`src/rtl/irq_evt_pkg.sv`:
```
package irq_evt_pkg;
  localparam int unsigned STAT_W = 32;
  localparam int unsigned W1C_W  = 16;
  localparam logic [STAT_W-1:0] IMPL_BITS = 32'h03F0_6FFF;
  localparam logic [STAT_W-1:0] NORM_GRP  = 32'h0000_0251;
  localparam logic [STAT_W-1:0] ABN_GRP   = 32'h0000_CD20;

  typedef enum logic [1:0] {
    SEL_STAT = 2'd0,
    SEL_MASK = 2'd1,
    SEL_EN   = 2'd2,
    SEL_NONE = 2'd3
  } reg_sel_e;
endpackage

```
`src/rtl/irq_stat_bank.sv`:
```
module irq_stat_bank #(
  parameter int unsigned DW = 32,
  parameter int unsigned W1C_W = 16,
  parameter logic [DW-1:0] IMPL = '1
) (
  input  logic          clk_i,
  input  logic          rst_ni,
  input  logic [DW-1:0] evt_i,
  input  logic          wr_stat_i,
  input  logic          rd_stat_i,
  input  logic [DW-1:0] wdata_i,
  output logic [DW-1:0] stat_o
);
  logic [DW-1:0] stat_q;

  for (genvar i = 0; i < DW; i++) begin : g_bit
    if (IMPL[i]) begin : g_impl
      logic clr;
      if (i < W1C_W) begin : g_w1c
        assign clr = wr_stat_i & wdata_i[i];
      end else begin : g_rc
        assign clr = rd_stat_i;
      end
      // set has priority over clear
      always_ff @(posedge clk_i or negedge rst_ni) begin
        if (!rst_ni) stat_q[i] <= 1'b0;
        else         stat_q[i] <= evt_i[i] | (stat_q[i] & ~clr);
      end
    end else begin : g_void
      assign stat_q[i] = 1'b0;
    end
  end

  assign stat_o = stat_q;
endmodule

```
`src/rtl/irq_cfg_regs.sv`:
```
module irq_cfg_regs #(
  parameter int unsigned DW = 32
) (
  input  logic          clk_i,
  input  logic          rst_ni,
  input  logic          wr_mask_i,
  input  logic          wr_en_i,
  input  logic [DW-1:0] wdata_i,
  output logic [DW-1:0] mask_o,
  output logic          en_o
);
  logic [DW-1:0] mask_q;
  logic          en_q;

  always_ff @(posedge clk_i or negedge rst_ni) begin
    if (!rst_ni) begin
      mask_q <= '0;
      en_q   <= 1'b0;
    end else begin
      if (wr_mask_i) mask_q <= wdata_i;
      if (wr_en_i)   en_q   <= wdata_i[0];
    end
  end

  assign mask_o = mask_q;
  assign en_o   = en_q;
endmodule

```
`src/rtl/irq_out_logic.sv`:
```
module irq_out_logic #(
  parameter int unsigned DW = 32,
  parameter logic [DW-1:0] NORM = '0,
  parameter logic [DW-1:0] ABN  = '0
) (
  input  logic [DW-1:0] stat_i,
  input  logic [DW-1:0] mask_i,
  input  logic          en_i,
  output logic          irq_o,
  output logic          norm_o,
  output logic          abn_o
);
  logic [DW-1:0] pend;

  always_comb begin
    pend   = stat_i & mask_i;
    irq_o  = en_i & (|pend);
    norm_o = |(pend & NORM);
    abn_o  = |(pend & ABN);
  end
endmodule

```
`src/rtl/irq_evt_ctrl.sv`:
```
module irq_evt_ctrl
  import irq_evt_pkg::*;
(
  input  logic              clk_i,
  input  logic              rst_ni,
  input  logic [STAT_W-1:0] evt_i,
  input  logic [1:0]        sel_i,
  input  logic              wr_i,
  input  logic              rd_i,
  input  logic [STAT_W-1:0] wdata_i,
  output logic [STAT_W-1:0] rdata_o,
  output logic              irq_o,
  output logic              norm_sum_o,
  output logic              abn_sum_o
);
  reg_sel_e          sel;
  logic [STAT_W-1:0] status_q;
  logic [STAT_W-1:0] mask_q;
  logic              en_q;
  logic              wr_stat, rd_stat, wr_mask, wr_en;

  assign sel     = reg_sel_e'(sel_i);
  assign wr_stat = wr_i & (sel == SEL_STAT);
  assign rd_stat = rd_i & (sel == SEL_STAT);
  assign wr_mask = wr_i & (sel == SEL_MASK);
  assign wr_en   = wr_i & (sel == SEL_EN);

  irq_stat_bank #(
    .DW(STAT_W), .W1C_W(W1C_W), .IMPL(IMPL_BITS)
  ) u_stat (
    .clk_i, .rst_ni, .evt_i,
    .wr_stat_i(wr_stat), .rd_stat_i(rd_stat), .wdata_i,
    .stat_o(status_q)
  );

  irq_cfg_regs #(.DW(STAT_W)) u_cfg (
    .clk_i, .rst_ni,
    .wr_mask_i(wr_mask), .wr_en_i(wr_en), .wdata_i,
    .mask_o(mask_q), .en_o(en_q)
  );

  irq_out_logic #(
    .DW(STAT_W), .NORM(NORM_GRP), .ABN(ABN_GRP)
  ) u_out (
    .stat_i(status_q), .mask_i(mask_q), .en_i(en_q),
    .irq_o, .norm_o(norm_sum_o), .abn_o(abn_sum_o)
  );

  always_comb begin
    unique case (sel)
      SEL_STAT: rdata_o = status_q;
      SEL_MASK: rdata_o = mask_q;
      SEL_EN:   rdata_o = {{(STAT_W-1){1'b0}}, en_q};
      default:  rdata_o = '0;
    endcase
  end
endmodule

```
`config.mk`:
```
export PLATFORM = sky130hd
export DESIGN_NAME = irq_evt_ctrl
export DESIGN_NICKNAME = d
export VERILOG_FILES = /design/src/rtl/irq_evt_pkg.sv /design/src/rtl/irq_stat_bank.sv /design/src/rtl/irq_cfg_regs.sv /design/src/rtl/irq_out_logic.sv /design/src/rtl/irq_evt_ctrl.sv
export SDC_FILE = /design/constraint.sdc
export NUM_CORES = 1
export LEC_CHECK = 0
export ABC_AREA = 0
export BUFFER_PORTS_ARGS = -buffer_cell sky130_fd_sc_hd__buf_4
export CAP_MARGIN = 10
export CORE_AREA = 2 2 90 75
export DETAILED_ROUTE_END_ITERATION = 6
export DIE_AREA = 0 0 92 77
export PLACE_DENSITY = 0.75
export SLEW_MARGIN = 5
export SYNTH_ARGS = -nofsm -noshare
export SYNTH_HDL_FRONTEND = slang
export SYNTH_SLANG_ARGS = --single-unit
```
`constraint.sdc`:
```
create_clock -name clk_i -period 1.2 [get_ports clk_i]
set_input_delay 0.12 -clock clk_i [delete_from_list [all_inputs] [get_ports clk_i]]
set_output_delay 0.12 -clock clk_i [all_outputs]
set_load 0.05 [all_outputs]
```
==> results.sh, run 1 <==
export IMPL_die_width_um=92
export IMPL_placed_cells=420
export IMPL_gr_max_usage_layer="met2"
export IMPL_type_of_element_capturing_the_critical_path="output pin"
export IMPL_period_minus_slack_ns=1.87
export IMPL_clock_tree_buffer_depth=2
export IMPL_clock_skew_ns=0
export IMPL_regToRegStartpoint="u_cfg.mask_o[25]"
export IMPL_worst_r2r_cell_count=3
export IMPL_clkLatencyLatePin_ns=0.30
export IMPL_outcome="finished, violations left"
export IMPL_area_overhead_of_the_layout_relative_to_synthesis_pct=74.0
export IMPL_synth_top_cell_area_share_pct=51.4
export IMPL_netlist_area_pre_place_sq_um=2580
export IMPL_critical_path_peak_fanout=2
export IMPL_setup_violations_final=23
export IMPL_num_vias=2207
export IMPL_timing_final_hold_violations=0
export IMPL_top_level_ports=105
export IMPL_floorplan_die_area_sq_um=7080
export IMPL_fp_row_count=26
export IMPL_design_final_nets=442
export IMPL_netlist_top_cells_area="dfrtp_1 (51%), mux2_4 (17%), mux2i_1 (7.8%)"
export IMPL_clk_pin_slew_worst_paths_ns=0.10
export IMPL_grtUsageMet3_pct=3.73
export IMPL_cts_num_sinks=53
export IMPL_grt_overflow=0
export IMPL_final_layout_size_suffix_gt1_share_pct=64.6
export IMPL_synth_net_count=274
export IMPL_hold_path_end="u_stat.stat_o[23]"
export IMPL_postRouteAntennaNets=0
export IMPL_setup_worst_path_class="reg2out"
export IMPL_max_cap_violations=0
export IMPL_post_drt_wl_per_cell_um=16.2
export IMPL_die_height_um=77
export IMPL_first_global_vias=2280
export IMPL_vias_per_cell=4.83
export IMPL_synth_seq_cells=53
export IMPL_arrival_ns=1.75
export IMPL_final_max_slew_viol_count=0
export IMPL_timing_hold_worst_start="evt_i[23]"
export IMPL_gp_congestion=0.783
export IMPL_dp_final_hpwl_um=4770
export IMPL_fmax_mhz=535
export IMPL_finalWorstSetupSlack_ns=-0.669
export IMPL_max_slew_margin_rel_pct=76.1
export IMPL_syn_inst=204
export IMPL_slack_of_the_worst_reg_to_reg_path_ns=0.18
export IMPL_number_of_antenna_violations_at_the_first_check_in_global_routing=0
export IMPL_synth_cell_type_count=21
export IMPL_antenna_diode_count=0
export IMPL_initial_core_util_pct=41.8
export IMPL_cts_root_buffer="clkbuf_8"
export IMPL_ys_seq_area_share_pct=51.4
export IMPL_worst_pin_slew_ns=0.358
export IMPL_netlist_top_cell_by_area="dfrtp_1"
export IMPL_max_ir_drop_vdd_uv=704
export IMPL_violated_checks="negative setup slack"
export IMPL_design_core_area_sq_um=6180
export IMPL_met2_usage_pct=34.9
export IMPL_power_leakage_nw=2.15
export IMPL_drc=0
export IMPL_finalPower_mw=5.56
export IMPL_timing_hold_worst_path_depth=2
export IMPL_power_density_nw_per_um2=1240
export IMPL_unrepaired_setup_endpoints_after_global_routing="true"
export IMPL_detailedRoute_firstPassIterationCount=4
export IMPL_global_route_usage_over_all_layers_pct=20.0
export IMPL_drt_iter0_drc=107
export IMPL_grt_max_degree=29
export IMPL_numCtsBuffers=5
export IMPL_totalWireLength_um=7420
export IMPL_postSynthAreaPerCell_sq_um=12.7
export IMPL_min_delay_path_class="in2reg"
export IMPL_cts_tree="done"
export IMPL_ys_warn_count=0
export IMPL_regToRegEndpoint="u_cfg.mask_o[25]"
export IMPL_number_of_non_filler_instances_in_the_completed_layout=457
export IMPL_cp_required_ns=1.08
export IMPL_worst_setup_path_start_kind="register"
export IMPL_final_period_utilization_pct=156
export IMPL_first_pass_grt_wire_length_um=11100
export IMPL_io_buffers=92
export IMPL_ctsHtreeMaxLevel=2
export IMPL_grtUsageMet1_pct=26.0
==> state kept, by name, indices dropped and copies added (netlist names) <==
| signal | flops |
|---|---|
| u_stat.stat_o | 20 |
| u_cfg.en_o | 1 |
| u_cfg.mask_o | 32 |
==> worst max path at each step <==
stage | slack [ns] | endpoint | cells after the start | start
6_report | -0.67 | irq_o | 4 | u_stat.stat_o[1]
5_1_grt | -0.76 | irq_o | 4 | u_stat.stat_o[1]
4_1_cts | -0.61 | irq_o | 4 | u_cfg.mask_o[3]
3_5_place_dp | -0.31 | irq_o | 4 | u_stat.stat_o[3]
3_3_place_gp | -0.32 | irq_o | 4 | u_stat.stat_o[3]
2_1_floorplan | -0.33 | irq_o | 3 | u_cfg.mask_o[8]
==> logic make-up after synthesis <==
| family | Yosys count | share of synthesized area, % |
|---|---|---|
| buffers and inverters | 10 | 2.52 |
| and+or+nand+nor | 57 | 10.5 |
| DFF | 53 | 51.4 |
| muxes | 53 | 26.5 |
| AOI/OAI and AO/OA | 31 | 9.16 |
==> placed cells by master, fill, tap and decap left out, types with 2 or more instances in the layout <==
cell type / instances
dlygate4sd3_1: 19
nor2_2: 19
buf_12: 4
nand2_1: 18
a22oi_1: 5
and2_1: 2
a21o_1: 20
mux2i_4: 4
a222oi_1: 2
dfrtp_1: 53
mux2i_1: 6
a22oi_2: 2
buf_4: 93
mux2i_2: 10
clkbuf_8: 5
buf_6: 54
and2_2: 10
mux2_2: 3
mux2_4: 30
==> timing repair <==
action                                 4_1_cts  5_1_grt
pin swaps                                   17       12
setup buffers                                2       18
endpoints found under the hold margin       41        2
hold buffers                                17        2
setup endpoints to repair                   23       26
resized for setup                           54       28
==> worst max-delay path, cell delays in order, from the launching register on <==
cell,delay [ns]
dfrtp_1,0.42
a222oi_1,0.36
nand3_1,0.14
o31a_4,0.37
buf_6,0.15
==> area by class of cell <==
cell class | count | area [sq um]
repair buffers | 171 | 1590
fillers | 436 | 1690
well taps | 84 | 105
clock inverters | 2 | 38.8
multi-input cells | 141 | 1360
clock buffers | 6 | 72.6
flip-flops and latches | 53 | 1330
==> cells in the mapped netlist <==
cell type  number
clkbuf_1        3
nand4_1         1
nand2_4         1
o31a_1          1
buf_2           4
nand3_1         1
nor3b_2         1
mux2_2          3
a22oi_1         7
nor2_1         20
a21o_1         20
o21ai_0         1
mux2i_1        20
and2b_1         1
dfrtp_1        53
buf_6           3
a222oi_1        2
nor2b_1         1
and2_1         12
mux2_4         30
nand2_1        19
==> stage by stage <==
| step | setup TNS (ns) | hold WS [ns] | setup slack, ns | instance area, sq um | util, % |
|---|---|---|---|---|---|
| after detailed placement | -0.453 | 0.0590 | -0.311 | 3810 | 61.6 |
| after floorplan | -0.574 | -0.176 | -0.327 | 2650 | - |
| after global placement | -0.422 | 0.0514 | -0.320 | 3810 | 61.6 |
| final | -3.89 | 0.00364 | -0.669 | 4490 | 72.7 |
| after global routing | -5.21 | -0.00350 | -0.761 | 4490 | 72.7 |
| after CTS | -3.74 | 0.000194 | -0.612 | 4310 | 69.7 |
==> routing by layer <==
metal / vias to the layer above / wire length [um]
li1: 1055 / -
met1: 1064 / 3150
met2: 76 / 3810
met3: 12 / 347
met5: - / 0
met4: 0 / 114
==> report_power, final <==
part | switching, mW | leakage [nW] | internal, mW
Clock | 0.593 | 0.0554 | 0.627
Sequential | 0.175 | 0.575 | 2.02
Combinational | 0.963 | 1.52 | 1.18
Power figures use the tool's default switching activity.
==> run 2: changes to the inputs <==
- CORE_AREA: 2 2 90 75 -> 2 2 82 69
- DIE_AREA: 0 0 92 77 -> 0 0 84 71
- PLACE_DENSITY: 0.75 -> 0.84
- clock period: 1.2 -> 2.2 ns (I/O delays scaled with it)
==> results.sh, run 2 (synthesis results as in run 1) <==
export IMPL_outcome="complete, no violations"
export IMPL_max_slew_margin_rel_pct=55.4
export IMPL_dp_final_hpwl_um=4080
export IMPL_clkLatencyLatePin_ns=0.30
export IMPL_ctsHtreeMaxLevel=2
export IMPL_totalWireLength_um=5640
export IMPL_fmax_mhz=512
export IMPL_floorplan_die_area_sq_um=5960
export IMPL_cts_num_sinks=53
export IMPL_setup_worst_path_class="reg2out"
export IMPL_fp_row_count=24
export IMPL_num_vias=1855
export IMPL_antenna_diode_count=0
export IMPL_gp_congestion=0.789
export IMPL_vias_per_cell=5.12
export IMPL_commonest_cells_after_routing_fill_and_taps_aside="buf_4 (94), dfrtp_1 (53), mux2_4 (30)"
export IMPL_final_layout_size_suffix_gt1_share_pct=45.8
export IMPL_regToRegStartpoint="u_cfg.mask_o[9]"
export IMPL_max_ir_drop_vdd_uv=392
export IMPL_die_height_um=71
export IMPL_worst_setup_path_start_kind="register"
export IMPL_unrepaired_setup_endpoints_after_global_routing="false"
export IMPL_cts_repair_resized=0
export IMPL_cts_tree="done"
export IMPL_initial_core_util_pct=49.7
export IMPL_setup_violations_final=0
export IMPL_timing_hold_worst_start="evt_i[2]"
export IMPL_fin_setup_tns_ns=0
export IMPL_final_period_utilization_pct=88.8
export IMPL_mostFrequentLayoutCell="buf_4"
export IMPL_grt_max_degree=54
export IMPL_timing_hold_worst_path_depth=2
export IMPL_cp_required_ns=1.98
export IMPL_post_drt_wl_per_cell_um=15.6
export IMPL_clock_skew_ns=0
export IMPL_filler_cells=434
export IMPL_die_width_um=84
export IMPL_postRouteAntennaNets=0
export IMPL_drc=0
export IMPL_number_of_flip_flops_under_the_largest_register_name=32
export IMPL_io_buffers=92
export IMPL_cts_root_buffer="clkbuf_8"
export IMPL_numCtsBuffers=5
export IMPL_arrival_ns=1.73
export IMPL_clk_pin_slew_worst_paths_ns=0.09
export IMPL_power_leakage_nw=1.70
export IMPL_grt_overflow=0
export IMPL_detailedRoute_firstPassIterationCount=6
export IMPL_critical_path_startpoint="u_stat.stat_o[8]"
export IMPL_design_final_nets=367
export IMPL_power_density_nw_per_um2=736
export IMPL_global_route_usage_over_all_layers_pct=19.8
export IMPL_number_of_antenna_violations_at_the_first_check_in_global_routing=0
export IMPL_postLayoutCoreUtil_pct=65.8
export IMPL_max_cap_violations=0
export IMPL_first_pass_grt_wire_length_um=9270
export IMPL_worst_pin_slew_ns=0.670
export IMPL_period_minus_slack_ns=1.95
export IMPL_clock_tree_buffer_depth=2
export IMPL_first_global_vias=1886
export IMPL_timing_hold_ws_ns=0.0877
export IMPL_design_core_area_sq_um=5190
export IMPL_timing_final_hold_violations=0
export IMPL_final_max_slew_viol_count=0
export IMPL_top_level_ports=105
export IMPL_type_of_element_capturing_the_critical_path="output pin"
export IMPL_min_delay_path_class="in2reg"
export IMPL_critical_path_peak_fanout=3
export IMPL_drt_iter0_drc=92
export IMPL_area_overhead_of_the_layout_relative_to_synthesis_pct=32.5
export IMPL_worst_r2r_cell_count=1
run 2: path summary, 6_finish.rpt:
| check | endpoint | slack, ns |
|---|---|---|
| setup / recovery | irq_o | 0.25 |
| hold / removal | u_stat.stat_o[2] | 0.09 |
| setup reg to reg | u_cfg.mask_o[9] | 1.40 |
| hold reg to reg | u_cfg.mask_o[27] | 0.50 |
| max in group asynchronous | u_stat.stat_o[25] | 1.25 |
| min in group asynchronous | u_cfg.mask_o[4] | 0.51 |
run 2: report_power, final:
group / internal, mW / total [mW] / leakage, nW / switching (mW)
registers: 1.10 / 1.20 / 0.575 / 0.0936
logic: 0.373 / 0.782 / 1.08 / 0.410
clock network: 0.250 / 0.538 / 0.0443 / 0.288
total: 1.73 / 2.52 / 1.70 / 0.792
run 2: metrics by stage:
| step | power (mW) | instance area [sq um] | cells | setup WS [ns] |
|---|---|---|---|---|
| 6_report | 2.52 | 3420 | 362 | 0.247 |
| 5_1_grt | 2.65 | 3420 | 362 | 0.178 |
| 4_1_cts | 2.55 | 3420 | 362 | 0.228 |
| 3_5_place_dp | 2.00 | 3320 | 354 | 0.460 |
| 3_3_place_gp | 1.98 | 3320 | 354 | 0.476 |
| 2_1_floorplan | 1.73 | 2580 | 204 | 0.178 |
run 2: timing repair:
item                                   4_1_cts  5_1_grt
endpoints found under the hold margin       53        0
setup buffers                                0        0
hold buffers                                 1        0
run 2: final cells by class:
cell class	instances	area (sq um)	share of cell area (%)
Clock buffer	7	86.3	2.52
Multi-Input combinational cell	141	1190	34.8
Sequential cell	53	1330	38.8
Tap cell	65	81.3	2.38
Timing Repair Buffer	96	736	21.5
run 2: metal layers:
metal,track usage [%],vias up,part of all wire (%)
li1,-,896,-
met4,3.94,0,0.64
met3,5.37,4,5.5
met1,27.6,896,47
met2,31.6,59,47
met5,0,-,0
run 2: worst max-delay path, stage by stage, from the launching register on:
cell and delay, ns:
dfrtp_1 0.40, a222oi_1 0.35, nand2_1 0.16, o31a_1 0.33
buf_4 0.19
==> run 3: changes to the inputs <==
- BUFFER_PORTS_ARGS: -buffer_cell sky130_fd_sc_hd__buf_4 -> not set
- CORE_AREA: 2 2 82 69 -> 2 2 74 62
- DIE_AREA: 0 0 84 71 -> 0 0 76 64
- DONT_BUFFER_PORTS: not set -> 1
- PLACE_DENSITY: 0.84 -> 0.8
==> results.sh, run 3 (synthesis results as in run 1) <==
export IMPL_outcome="complete, no violations"
export IMPL_slack_of_the_worst_reg_to_reg_path_ns=1.40
export IMPL_antenna_diode_count=0
export IMPL_final_instance_area_sq_um=2920
export IMPL_cts_root_buffer="clkbuf_8"
export IMPL_final_layout_size_suffix_gt1_share_pct=28.6
export IMPL_gp_congestion=0.862
export IMPL_max_ir_drop_vdd_uv=593
export IMPL_critical_path_slowest_cell="o31a_1"
export IMPL_fp_row_count=21
export IMPL_unrepaired_setup_endpoints_after_global_routing="false"
export IMPL_design_core_area_sq_um=4070
export IMPL_final_period_utilization_pct=88.3
export IMPL_clkLatencyLatePin_ns=0.29
export IMPL_max_cap_violations=0
export IMPL_top_level_ports=105
export IMPL_worst_setup_path_start_kind="register"
export IMPL_die_height_um=64
export IMPL_seq_area_sq_um=1330
export IMPL_placed_area_sq_um=2760
export IMPL_hold_path_end="u_stat.stat_o[8]"
export IMPL_drt_iter0_drc=125
export IMPL_final_max_slew_viol_count=0
export IMPL_finalPower_mw=2.39
export IMPL_design_final_nets=300
export IMPL_num_vias=1680
export IMPL_mostFrequentLayoutCell="dfrtp_1"
export IMPL_min_delay_path_class="in2reg"
export IMPL_max_slew_margin_rel_pct=58.9
export IMPL_timing_final_hold_violations=0
export IMPL_number_of_flip_flops_under_the_largest_register_name=32
export IMPL_cp_required_ns=1.98
export IMPL_setup_violations_final=0
export IMPL_clock_tree_buffer_depth=2
export IMPL_commonest_cells_after_routing_fill_and_taps_aside="dfrtp_1 (53), mux2_4 (30), buf_4 (23)"
export IMPL_cts_num_sinks=53
export IMPL_timing_hold_worst_start="evt_i[8]"
export IMPL_type_of_element_capturing_the_critical_path="output pin"
export IMPL_detailedRoute_firstPassIterationCount=4
export IMPL_postCtsSetupBuffers=0
export IMPL_power_leakage_nw=1.37
export IMPL_number_of_antenna_violations_at_the_first_check_in_global_routing=0
export IMPL_io_buffers=0
export IMPL_clk_pin_slew_worst_paths_ns=0.09
export IMPL_dp_final_hpwl_um=3840
export IMPL_arrival_ns=1.72
export IMPL_numCtsBuffers=5
export IMPL_critical_path_peak_fanout=3
export IMPL_combined_area_of_the_multi_input_logic_cells_sq_um=1190
export IMPL_timing_hold_worst_path_depth=1
export IMPL_setup_worst_path_class="reg2out"
export IMPL_clock_skew_ns=0
export IMPL_totalWireLength_um=5490
export IMPL_post_drt_wl_per_cell_um=19.1
export IMPL_cp_buffers_inverters=0
export IMPL_worst_pin_slew_ns=0.616
export IMPL_regToRegStartpoint="u_cfg.mask_o[4]"
export IMPL_drc=0
export IMPL_die_width_um=76
export IMPL_area_overhead_of_the_layout_relative_to_synthesis_pct=13.1
export IMPL_cts_repair_resized=0
export IMPL_filler_cells=291
export IMPL_number_of_hold_repair_buffers_added_at_the_cts_stage=2
export IMPL_regToRegEndpoint="u_cfg.mask_o[4]"
export IMPL_grt_overflow=0
export IMPL_crit_family="compound AO/OA/AOI/OAI gates"
export IMPL_critical_path_cell_chain="a222oi_1, nand2_1, o31a_1"
export IMPL_fin_setup_tns_ns=0
export IMPL_global_route_usage_over_all_layers_pct=23.6
export IMPL_cp_num_cells=3
export IMPL_initial_core_util_pct=63.4
export IMPL_period_minus_slack_ns=1.94
export IMPL_timing_hold_ws_ns=0.00862
export IMPL_fmax_mhz=515
export IMPL_postRouteAntennaNets=0
export IMPL_max_stage_delay_ns=0.52
export IMPL_vias_per_cell=5.83
export IMPL_floorplan_die_area_sq_um=4860
export IMPL_grt_max_degree=54
export IMPL_first_pass_grt_wire_length_um=8830
export IMPL_power_density_nw_per_um2=817
export IMPL_worst_r2r_cell_count=1
export IMPL_ctsHtreeMaxLevel=2
export IMPL_first_global_vias=1762
export IMPL_cts_tree="done"
-- run 3: layout make-up --
type	count	share of cell area, %
Clock buffer	6	2.48
Tap cell	57	2.44
Multi-Input combinational cell	141	40.8
Clock inverter	2	0.343
Timing Repair Buffer	29	8.57
Sequential cell	53	45.4
-- run 3: per-stage QoR --
| stage | setup slack [ns] | cells | utilization [%] |
|---|---|---|---|
| after floorplan | 0.178 | 204 | - |
| after global placement | 0.594 | 274 | 67.8 |
| after detailed placement | 0.595 | 274 | 67.8 |
| after CTS | 0.249 | 284 | 70.8 |
| after global routing | 0.179 | 288 | 71.7 |
| final | 0.257 | 288 | 71.7 |
-- run 3: where the power goes --
group	internal (mW)	leakage, nW	switching, mW	total (mW)
clock	0.221	0.0450	0.303	0.524
sequential	1.10	0.575	0.0976	1.20
combinational	0.291	0.753	0.372	0.663
total	1.62	1.37	0.772	2.39
-- run 3: metal layers --
metal	GRT usage (%)	share of wire [%]
met5	0	0
met4	5.91	1.0
met3	6.50	6.2
met2	40.4	51
met1	30.3	42
-- run 3: worst max-delay path by stage --
stage                           startpoint          to  slack (ns)
after floorplan                   sel_i[0]  rdata_o[0]        0.18
after global placement    u_stat.stat_o[8]       irq_o        0.59
after detailed placement  u_stat.stat_o[8]       irq_o        0.59
after CTS                 u_stat.stat_o[8]       irq_o        0.25
after global routing      u_stat.stat_o[8]       irq_o        0.18
final                     u_stat.stat_o[8]       irq_o        0.26
